[config.mk]
export PLATFORM = sky130hd
export DESIGN_NAME = prio_irq_ctrl
export DESIGN_NICKNAME = d
export VERILOG_FILES = /design/src/rtl/prio_irq_pkg.sv /design/src/rtl/irq_level_file.sv /design/src/rtl/irq_pend_next.sv /design/src/rtl/irq_arb.sv /design/src/rtl/prio_irq_ctrl.sv
export SDC_FILE = /design/constraint.sdc
export NUM_CORES = 1
export LEC_CHECK = 0
export ABC_AREA = 0
export ABC_CLOCK_PERIOD_IN_PS = 113500
export BUFFER_PORTS_ARGS = -buffer_cell sky130_fd_sc_hd__clkbuf_2
export CORE_MARGIN = 2
export CORE_UTILIZATION = 61
export CTS_BUF_LIST = sky130_fd_sc_hd__clkbuf_8
export CTS_CLUSTER_DIAMETER = 200
export CTS_CLUSTER_SIZE = 30
export DETAILED_ROUTE_END_ITERATION = 6
export PLACE_DENSITY = 0.79
export SLEW_MARGIN = 20
export SYNTH_ARGS = -nofsm -noshare
export SYNTH_HDL_FRONTEND = slang
export SYNTH_SLANG_ARGS = --single-unit
[constraint.sdc]
create_clock -name clk -period 113.5 [get_ports clk]
set_clock_uncertainty 0.1 [all_clocks]
set_input_delay 22.7 -clock clk [delete_from_list [all_inputs] [get_ports clk]]
set_output_delay 22.7 -clock clk [all_outputs]
set_load 0.01 [all_outputs]
[src/rtl/prio_irq_pkg.sv]
package prio_irq_pkg;
    localparam int DEF_NUM_SRC = 32;
    localparam int DEF_LVL_W   = 3;
endpackage

[src/rtl/irq_level_file.sv]
module irq_level_file #(
    parameter int N    = 32,
    parameter int LW   = 3,
    parameter int VW   = 5
) (
    input  logic [N*LW-1:0] lvl_q,
    input  logic            we,
    input  logic [VW-1:0]   idx,
    input  logic [LW-1:0]   val,
    output logic [N*LW-1:0] lvl_d
);
    always_comb begin
        lvl_d = lvl_q;
        for (int i = 0; i < N; i++) begin
            if (we && (int'(idx) == i)) begin
                lvl_d[i*LW +: LW] = val;
            end
        end
    end
endmodule

[src/rtl/irq_pend_next.sv]
module irq_pend_next #(
    parameter int N  = 32,
    parameter int VW = 5
) (
    input  logic [N-1:0]  pend_q,
    input  logic [N-1:0]  flag,
    input  logic [N-1:0]  flag_prev,
    input  logic          ack,
    input  logic          shown_req,
    input  logic [VW-1:0] shown_vec,
    output logic [N-1:0]  pend_d
);
    logic [N-1:0] clr;

    always_comb begin
        clr = '0;
        for (int i = 0; i < N; i++) begin
            clr[i] = ack && shown_req && (int'(shown_vec) == i);
        end
        pend_d = (pend_q | (flag & ~flag_prev)) & flag & ~clr;
    end
endmodule

[src/rtl/irq_arb.sv]
module irq_arb #(
    parameter int N  = 32,
    parameter int LW = 3,
    parameter int VW = 5
) (
    input  logic [N-1:0]    pend,
    input  logic [N*LW-1:0] lvl,
    output logic            win,
    output logic [LW-1:0]   win_lvl,
    output logic [VW-1:0]   win_vec
);
    logic [LW-1:0] cur;

    always_comb begin
        win     = 1'b0;
        win_lvl = '0;
        win_vec = '0;
        cur     = '0;
        for (int i = N - 1; i >= 0; i--) begin
            cur = lvl[i*LW +: LW];
            if (pend[i] && (cur != '0) && (cur >= win_lvl)) begin
                win     = 1'b1;
                win_lvl = cur;
                win_vec = VW'(i);
            end
        end
    end
endmodule

[src/rtl/prio_irq_ctrl.sv]
module prio_irq_ctrl
    import prio_irq_pkg::*;
#(
    parameter int NUM_SRC = DEF_NUM_SRC,
    parameter int LVL_W   = DEF_LVL_W,
    parameter int VEC_W   = (NUM_SRC > 1) ? $clog2(NUM_SRC) : 1
) (
    input  logic               clk,
    input  logic               rst_n,
    input  logic [NUM_SRC-1:0] src_flag,
    input  logic               cfg_we,
    input  logic [VEC_W-1:0]   cfg_idx,
    input  logic [LVL_W-1:0]   cfg_lvl,
    input  logic               irq_ack,
    output logic               irq_req,
    output logic [LVL_W-1:0]   irq_lvl,
    output logic [VEC_W-1:0]   irq_vec
);
    localparam int LVL_BITS = NUM_SRC * LVL_W;

    typedef struct packed {
        logic [LVL_BITS-1:0] lvl;
        logic [NUM_SRC-1:0]  pend;
        logic [NUM_SRC-1:0]  flag_prev;
        logic                req;
        logic [LVL_W-1:0]    olvl;
        logic [VEC_W-1:0]    ovec;
    } state_t;

    state_t cur_q, nxt_d;

    logic [LVL_BITS-1:0] lvl_d;
    logic [NUM_SRC-1:0]  pend_d;
    logic                win_d;
    logic [LVL_W-1:0]    win_lvl_d;
    logic [VEC_W-1:0]    win_vec_d;

    logic [NUM_SRC-1:0]  pend_q;
    logic [LVL_BITS-1:0] lvl_q;

    irq_level_file #(.N(NUM_SRC), .LW(LVL_W), .VW(VEC_W)) u_lvl (
        .lvl_q (cur_q.lvl),
        .we    (cfg_we),
        .idx   (cfg_idx),
        .val   (cfg_lvl),
        .lvl_d (lvl_d)
    );

    irq_pend_next #(.N(NUM_SRC), .VW(VEC_W)) u_pend (
        .pend_q    (cur_q.pend),
        .flag      (src_flag),
        .flag_prev (cur_q.flag_prev),
        .ack       (irq_ack),
        .shown_req (cur_q.req),
        .shown_vec (cur_q.ovec),
        .pend_d    (pend_d)
    );

    irq_arb #(.N(NUM_SRC), .LW(LVL_W), .VW(VEC_W)) u_arb (
        .pend    (pend_d),
        .lvl     (lvl_d),
        .win     (win_d),
        .win_lvl (win_lvl_d),
        .win_vec (win_vec_d)
    );

    always_comb begin
        nxt_d           = cur_q;
        nxt_d.lvl       = lvl_d;
        nxt_d.pend      = pend_d;
        nxt_d.flag_prev = src_flag;
        nxt_d.req       = win_d;
        nxt_d.olvl      = win_lvl_d;
        nxt_d.ovec      = win_vec_d;
    end

    always_ff @(posedge clk or negedge rst_n) begin
        if (!rst_n) begin
            cur_q <= '0;
        end else begin
            cur_q <= nxt_d;
        end
    end

    assign pend_q  = cur_q.pend;
    assign lvl_q   = cur_q.lvl;
    assign irq_req = cur_q.req;
    assign irq_lvl = cur_q.olvl;
    assign irq_vec = cur_q.ovec;
endmodule

==> impl_metrics.toml, run 1 <==
[cells_and_area]
final_common_cell = "dfrtp_1"
nets = 1443
drive_gt1_share_pct = 11.5
insertedDiodeCount = 0
area_delta_synth_final_pct = 7.48
mostFrequentLayoutCells = "169 x dfrtp_1, 153 x inv_1, 101 x nand2_1"

[timing]
hold-worst-slack_ns = 0.410
setup_viol = 0
clock.fmax_mhz = 14.0
fin_ws_ns = 42.23
max_slew.worst_pin.slew_ns = 1.11
final-max-slew-violation-count = 0
hold_viol = 0
finalCriticalPeriod_ns = 71.27
rsz0062_at_grt = "no"
setup_tns_ns = 0
timing.final.crit_share_pct = 62.8
slew_headroom_pct = 25.1

[setup_path]
critPathSlowestCell = "a2111oi_1"
crit_required_ns = 113.75
critPathArrivalTime_ns = 71.53
crit_type = "in -> reg"
cp_slowest_stage_delay_ns = 0.79
end_kind = "flop"
critPathLaunchType = "input pin"
cpMostUsedCell = "ha_1"
crit_fanout = 13

[global_route]
grt_usage_pct = 31.6
use_met2_pct = 51.0
grt_overflow = 0
antenna_found_initial = 0
first_global_vias = 9908
grt_max_degree = 82
grt_pass1_wl_um = 50200
met1_usage_pct = 43.9
met3_usage_pct = 4.56
grt-busiest-layer = "met2"

[drt]
drtIter0Drc = 827
via_per_inst = 6.55
post_drt_wl_per_cell_um = 19.3
drt-pass1-iter-count = 5
drc = 0
totalWireLength_um = 30900
vias = 10500
drtAntennaViolNets = 0

[floorplan]
rows = 50
dieHeight_um = 142
die-area_mm2 = 0.0201
die_w_um = 142
coreArea_mm2 = 0.0186
ios = 53
start_util_pct = 62.0

[place]
gp_congestion = 0.933
pre_cts_ws_ns = 42.74
numPortBuffers = 52
hpwl_um = 22800

[synthesis]
synth_warnings = 0
synth-main-ff-cell = "dfrtp_1"
synth-edff-count = 0
synthArstFlopShare_pct = 100
synth.avg_cell_area_um2 = 8.83
synth.distinct_cells = 99
netlist_area_mm2 = 0.0116
seq_area_frac_synth_pct = 36.6
ys_ff_latch = 169
synthCells = 1310
syn_nets = 1399

[cts]
clock-sinks = 169
ctsHoldBuffers = 0
numCtsBuffers = 17
cts.clk_slew.worst_paths_ns = 0.09
clk_path_buf_depth = 2
clockRootBuffer = "clkbuf_8"
postCtsSetupBuffers = 0
clk_latency_ns = 0.47
cts_tree = "built"
h-tree-depth = 4
post_cts_resize_count = 0

[power]
power.switching_mw = 0.146
power_density_mw_per_mm2 = 25.0
combPwrFrac_pct = 61.4
power.leakage_nw = 6.13
ir_worst_vdd_mv = 0.0119
p_int_mw = 0.165
pwr-share-seq_pct = 24.3
p_sw_share_pct = 47.0
power.share.clock_pct = 14.3

[run_status]
outcome = "finished, final reports clean"

[job]
maxCapViolCount = 0

[worst_hold_path]
worstHoldPathType = "reg -> reg"
==> cells in the mapped netlist (10+ instances only) <==
| library cell | number | area share [%] |
|---|---|---|
| or3_1 | 10 | 0.54 |
| mux2_2 | 25 | 2.4 |
| and3_1 | 13 | 0.70 |
| nor4_1 | 11 | 0.60 |
| nand2b_1 | 34 | 1.8 |
| and2_1 | 15 | 0.81 |
| o21ai_0 | 63 | 2.7 |
| o31ai_1 | 10 | 0.65 |
| nand3_1 | 33 | 1.4 |
| o21a_1 | 12 | 0.78 |
| clkbuf_1 | 16 | 0.52 |
| inv_1 | 153 | 5.0 |
| o211ai_1 | 18 | 1.2 |
| mux2i_1 | 87 | 7.5 |
| a21o_1 | 12 | 0.78 |
| nand2_1 | 101 | 3.3 |
| a31oi_1 | 20 | 1.1 |
| nor3_1 | 37 | 1.6 |
| nor2_1 | 100 | 3.2 |
| o221ai_1 | 15 | 1.1 |
| a21oi_1 | 71 | 3.1 |
| ha_1 | 45 | 4.9 |
| a211oi_1 | 13 | 0.84 |
| dfrtp_1 | 169 | 37 |
| nor2b_1 | 26 | 1.4 |
==> area by class of cell <==
type	count	area (µm²)
repair buffers	58	332
flip-flops and latches	169	4230
multi-input cells	955	6600
well taps	234	293
fillers	1582	6210
inverters	153	574
clock buffers	19	262
clock inverters	13	141
==> critical path: cells and delay by family <==
family | cells | cell delay (ns)
and+or+nand+nor | 79 | 13.19
AOI/OAI and AO/OA | 96 | 20.51
buffers and inverters | 11 | 1.14
muxes | 12 | 4.43
adders and majority gates | 34 | 9.49
==> logic make-up after synthesis <==
family | synth area share [%]
buf+inv | 6.37
mux | 9.96
flops | 36.6
simple gates | 19.3
compound gates | 22.6
fa+ha+maj | 5.21
==> sequential cells by signal, summed over array words and instances (netlist names) <==
signal,count
pend_q,32
irq_req,1
irq_vec,5
irq_lvl,3
lvl_q,96
cur_q,32
==> routing by layer <==
metal	vias up	wire length, µm
li1	4867	-
met2	447	14100
met1	5108	13900
met5	-	0
met3	72	2070
met4	0	937
==> power groups by stage <==
stage,clock (mW),combinational (mW),sequential (mW)
after floorplan,0,0.144,0.0746
after global placement,0,0.180,0.0763
after detailed placement,0,0.185,0.0767
after CTS,0.0448,0.187,0.0755
after global routing,0.0473,0.212,0.0767
final,0.0445,0.191,0.0757
==> through the flow <==
stage	instance area (µm²)	instances	total power [mW]	util (%)
after floorplan	11600	1310	0.219	-
after global placement	12000	1568	0.256	64.4
after detailed placement	12000	1568	0.262	64.4
after CTS	12400	1600	0.307	66.5
after global routing	12400	1601	0.336	66.7
final	12400	1601	0.311	66.7
==> path summary, 6_finish.rpt <==
check,to,cells past startpoint,from,slack [ns]
setup / recovery,irq_vec[4],232,cfg_idx[3],42.23
hold / removal,lvl_q[50],2,lvl_q[50],0.41
setup reg to reg,irq_vec[4],231,irq_vec[0],64.03
hold reg to reg,lvl_q[50],2,lvl_q[50],0.41
max in group asynchronous,cur_q[24],4,rst_n,89.55
min in group asynchronous,lvl_q[87],1,rst_n,22.00
Power figures use the tool's default switching activity.
==> inputs of run 2 (changes only) <==
- ABC_AREA: 0 -> 1
- ABC_CLOCK_PERIOD_IN_PS: 113500 -> 74200
- clock period: 113.5 -> 74.2 ns (I/O delays scaled with it)
==> run 2 against run 1 <==
- non-clock buffer count did not move
- the run now ends with design-rule violations left
- setup slack got worse by 17 ns
- sequential share of layout area rose by 1.0 points
- critical endpoint is now irq_req
- final cell count rose by 16%
- worst hold slack got worse by 0.076 ns
- routed wire length fell by 12%
- final area fell by 2.9%
- largest power group unchanged
==> impl_metrics.toml, run 2 <==
[global_route]
grt_usage_pct = 28.6
grt_max_degree = 111
grt_pass1_wl_um = 44300
antenna_found_initial = 0
grt_overflow = 0
first_global_vias = 9055

[floorplan]
die-area_mm2 = 0.0194
dieHeight_um = 139
ios = 53
die_w_um = 139
rows = 49
coreArea_mm2 = 0.0180
start_util_pct = 62.1

[setup_path]
rrSetupSlack_ns = 39.93
crit_required_ns = 74.45
crit_start = "cfg_we"
critPathArrivalTime_ns = 48.73
cp_slowest_stage_delay_ns = 0.45
critPathSlowestCell = "o31ai_1"
critPathLaunchType = "input pin"
end_kind = "flop"
r2r_start = "irq_req"
reg2regPathDepth = 254
worst_r2r_endpoint = "irq_req"
critPathCapture = "irq_req"
cpMostUsedCell = "nand2_1"
crit_type = "in -> reg"
crit_fanout = 21

[synthesis]
synth.distinct_cells = 48
synth.avg_cell_area_um2 = 7.20
ys_ff_latch = 169
synth_commonest_cells = "333 x nand2_1, 331 x inv_1, 169 x dfrtp_1, 161 x o21ai_0, 125 x nand3_1"
synth-main-ff-cell = "dfrtp_1"
synth.most_common_cell = "nand2_1"
synth_area_leader_cell = "dfrtp_1"
yosysTopAreaCellShare_pct = 37.9
netlist_area_mm2 = 0.0112
synth_warnings = 0
syn_nets = 1640
synthCells = 1551
seq_area_frac_synth_pct = 37.9
synth_area_leaders = "dfrtp_1 38%, nand2_1 11%, inv_1 11%, o21ai_0 7.2%, nand3_1 5.6%"
synth-edff-count = 0
synthArstFlopShare_pct = 100

[cells_and_area]
area_delta_synth_final_pct = 8.11
drive_gt1_share_pct = 14.9
nets = 1698
insertedDiodeCount = 0
fin_util_pct = 67.2
mostFrequentLayoutCells = "334 x inv_1, 333 x nand2_1, 169 x dfrtp_1"
final_common_cell = "inv_1"
largest_reg_flops = 96

[place]
pre_cts_ws_ns = 25.74
hpwl_um = 20600
gp_congestion = 1.01
numPortBuffers = 52

[cts]
ctsHoldBuffers = 0
clockRootBuffer = "clkbuf_8"
numCtsBuffers = 17
postCtsSetupBuffers = 0
post_cts_resize_count = 0
clk_path_buf_depth = 2
clock-sinks = 169
cts_tree = "built"
h-tree-depth = 4
clk_latency_ns = 0.47
cts.clk_slew.worst_paths_ns = 0.08

[drt]
vias = 9821
drc = 2
drtAntennaViolNets = 0
routed.top_layer = "met4"
wl_met1_um = 12100
drt-pass1-iter-count = 7
routed-wl-met2_um = 12800
drtIter0Drc = 748
via_per_inst = 5.31
post_drt_wl_per_cell_um = 14.7
totalWireLength_um = 27100
dr_wl_met3_um = 1500

[power]
pwr-share-seq_pct = 33.8
power.share.clock_pct = 20.6
p_int_mw = 0.189
combPwrFrac_pct = 45.6
ir_worst_vdd_mv = 0.0200
power.switching_mw = 0.140
power.leakage_nw = 6.62
p_sw_share_pct = 42.6
power_density_mw_per_mm2 = 27.3

[run_status]
outcome = "finished, violations left"
failed_checks = "design-rule violations"

[timing]
fin_ws_ns = 25.73
clock.fmax_mhz = 20.6
hold-worst-slack_ns = 0.333
setup_tns_ns = 0
finalCriticalPeriod_ns = 48.48
hold_viol = 0
rsz0062_at_grt = "no"
slew_headroom_pct = 41.8
timing.final.crit_share_pct = 65.3
setup_viol = 0
max_slew.worst_pin.slew_ns = 0.872
final-max-slew-violation-count = 0

[job]
maxCapViolCount = 0

[worst_hold_path]
worstHoldPathType = "reg -> reg"
[run 2: power by group through the flow]
stage	Clock [mW]	Combinational, mW	Sequential (mW)
5_1_grt	0.0725	0.171	0.113
6_report	0.0679	0.150	0.111
4_1_cts	0.0684	0.149	0.111
3_5_place_dp	0	0.148	0.113
3_3_place_gp	0	0.144	0.113
2_1_floorplan	0	0.117	0.111
[run 2: layout make-up]
type | instances | area, µm²
well taps | 229 | 287
multi-input cells | 997 | 5450
fillers | 1531 | 5900
inverters | 366 | 1380
flip-flops and latches | 169 | 4230
clock inverters | 14 | 159
clock buffers | 18 | 248
repair buffers | 58 | 314
[run 2: logic make-up after synthesis]
logic type,after synthesis,synth area share (%)
compound gates,272,13.6
fa+ha+maj,45,5.05
buf+inv,385,13.3
flops,169,37.9
mux,2,0.179
simple gates,678,30.1
[run 2: metal layers]
layer | up-vias | global-route usage, %
met5 | - | 0
met4 | 0 | 9.20
met3 | 41 | 5.64
met2 | 259 | 47.6
met1 | 4538 | 37.9
li1 | 4983 | -
[run 2: worst min-delay path by stage]
stage          startpoint  slack [ns]         end  cells after the start
6_report        cur_q[12]        0.33   pend_q[3]                      1
2_1_floorplan   cur_q[21]        0.31  pend_q[12]                      1
3_3_place_gp    cur_q[12]        0.32   pend_q[3]                      1
4_1_cts         cur_q[25]        0.34  pend_q[16]                      1
5_1_grt         cur_q[25]        0.35  pend_q[16]                      1
3_5_place_dp    cur_q[25]        0.32  pend_q[16]                      1
[run 2: critical path, delay by kind of cell]
kind / cells / cell delay, ns
compound gates: 57 / 9.61
simple gates: 137 / 12.79
buf+inv: 30 / 2.29
fa+ha+maj: 31 / 9.09
[run 2: per-stage QoR]
step	total power [mW]	area [µm²]	instances
after floorplan	0.229	11200	1551
after global placement	0.256	11700	1819
after detailed placement	0.261	11700	1819
after CTS	0.329	12100	1851
after global routing	0.356	12100	1851
final	0.330	12100	1851
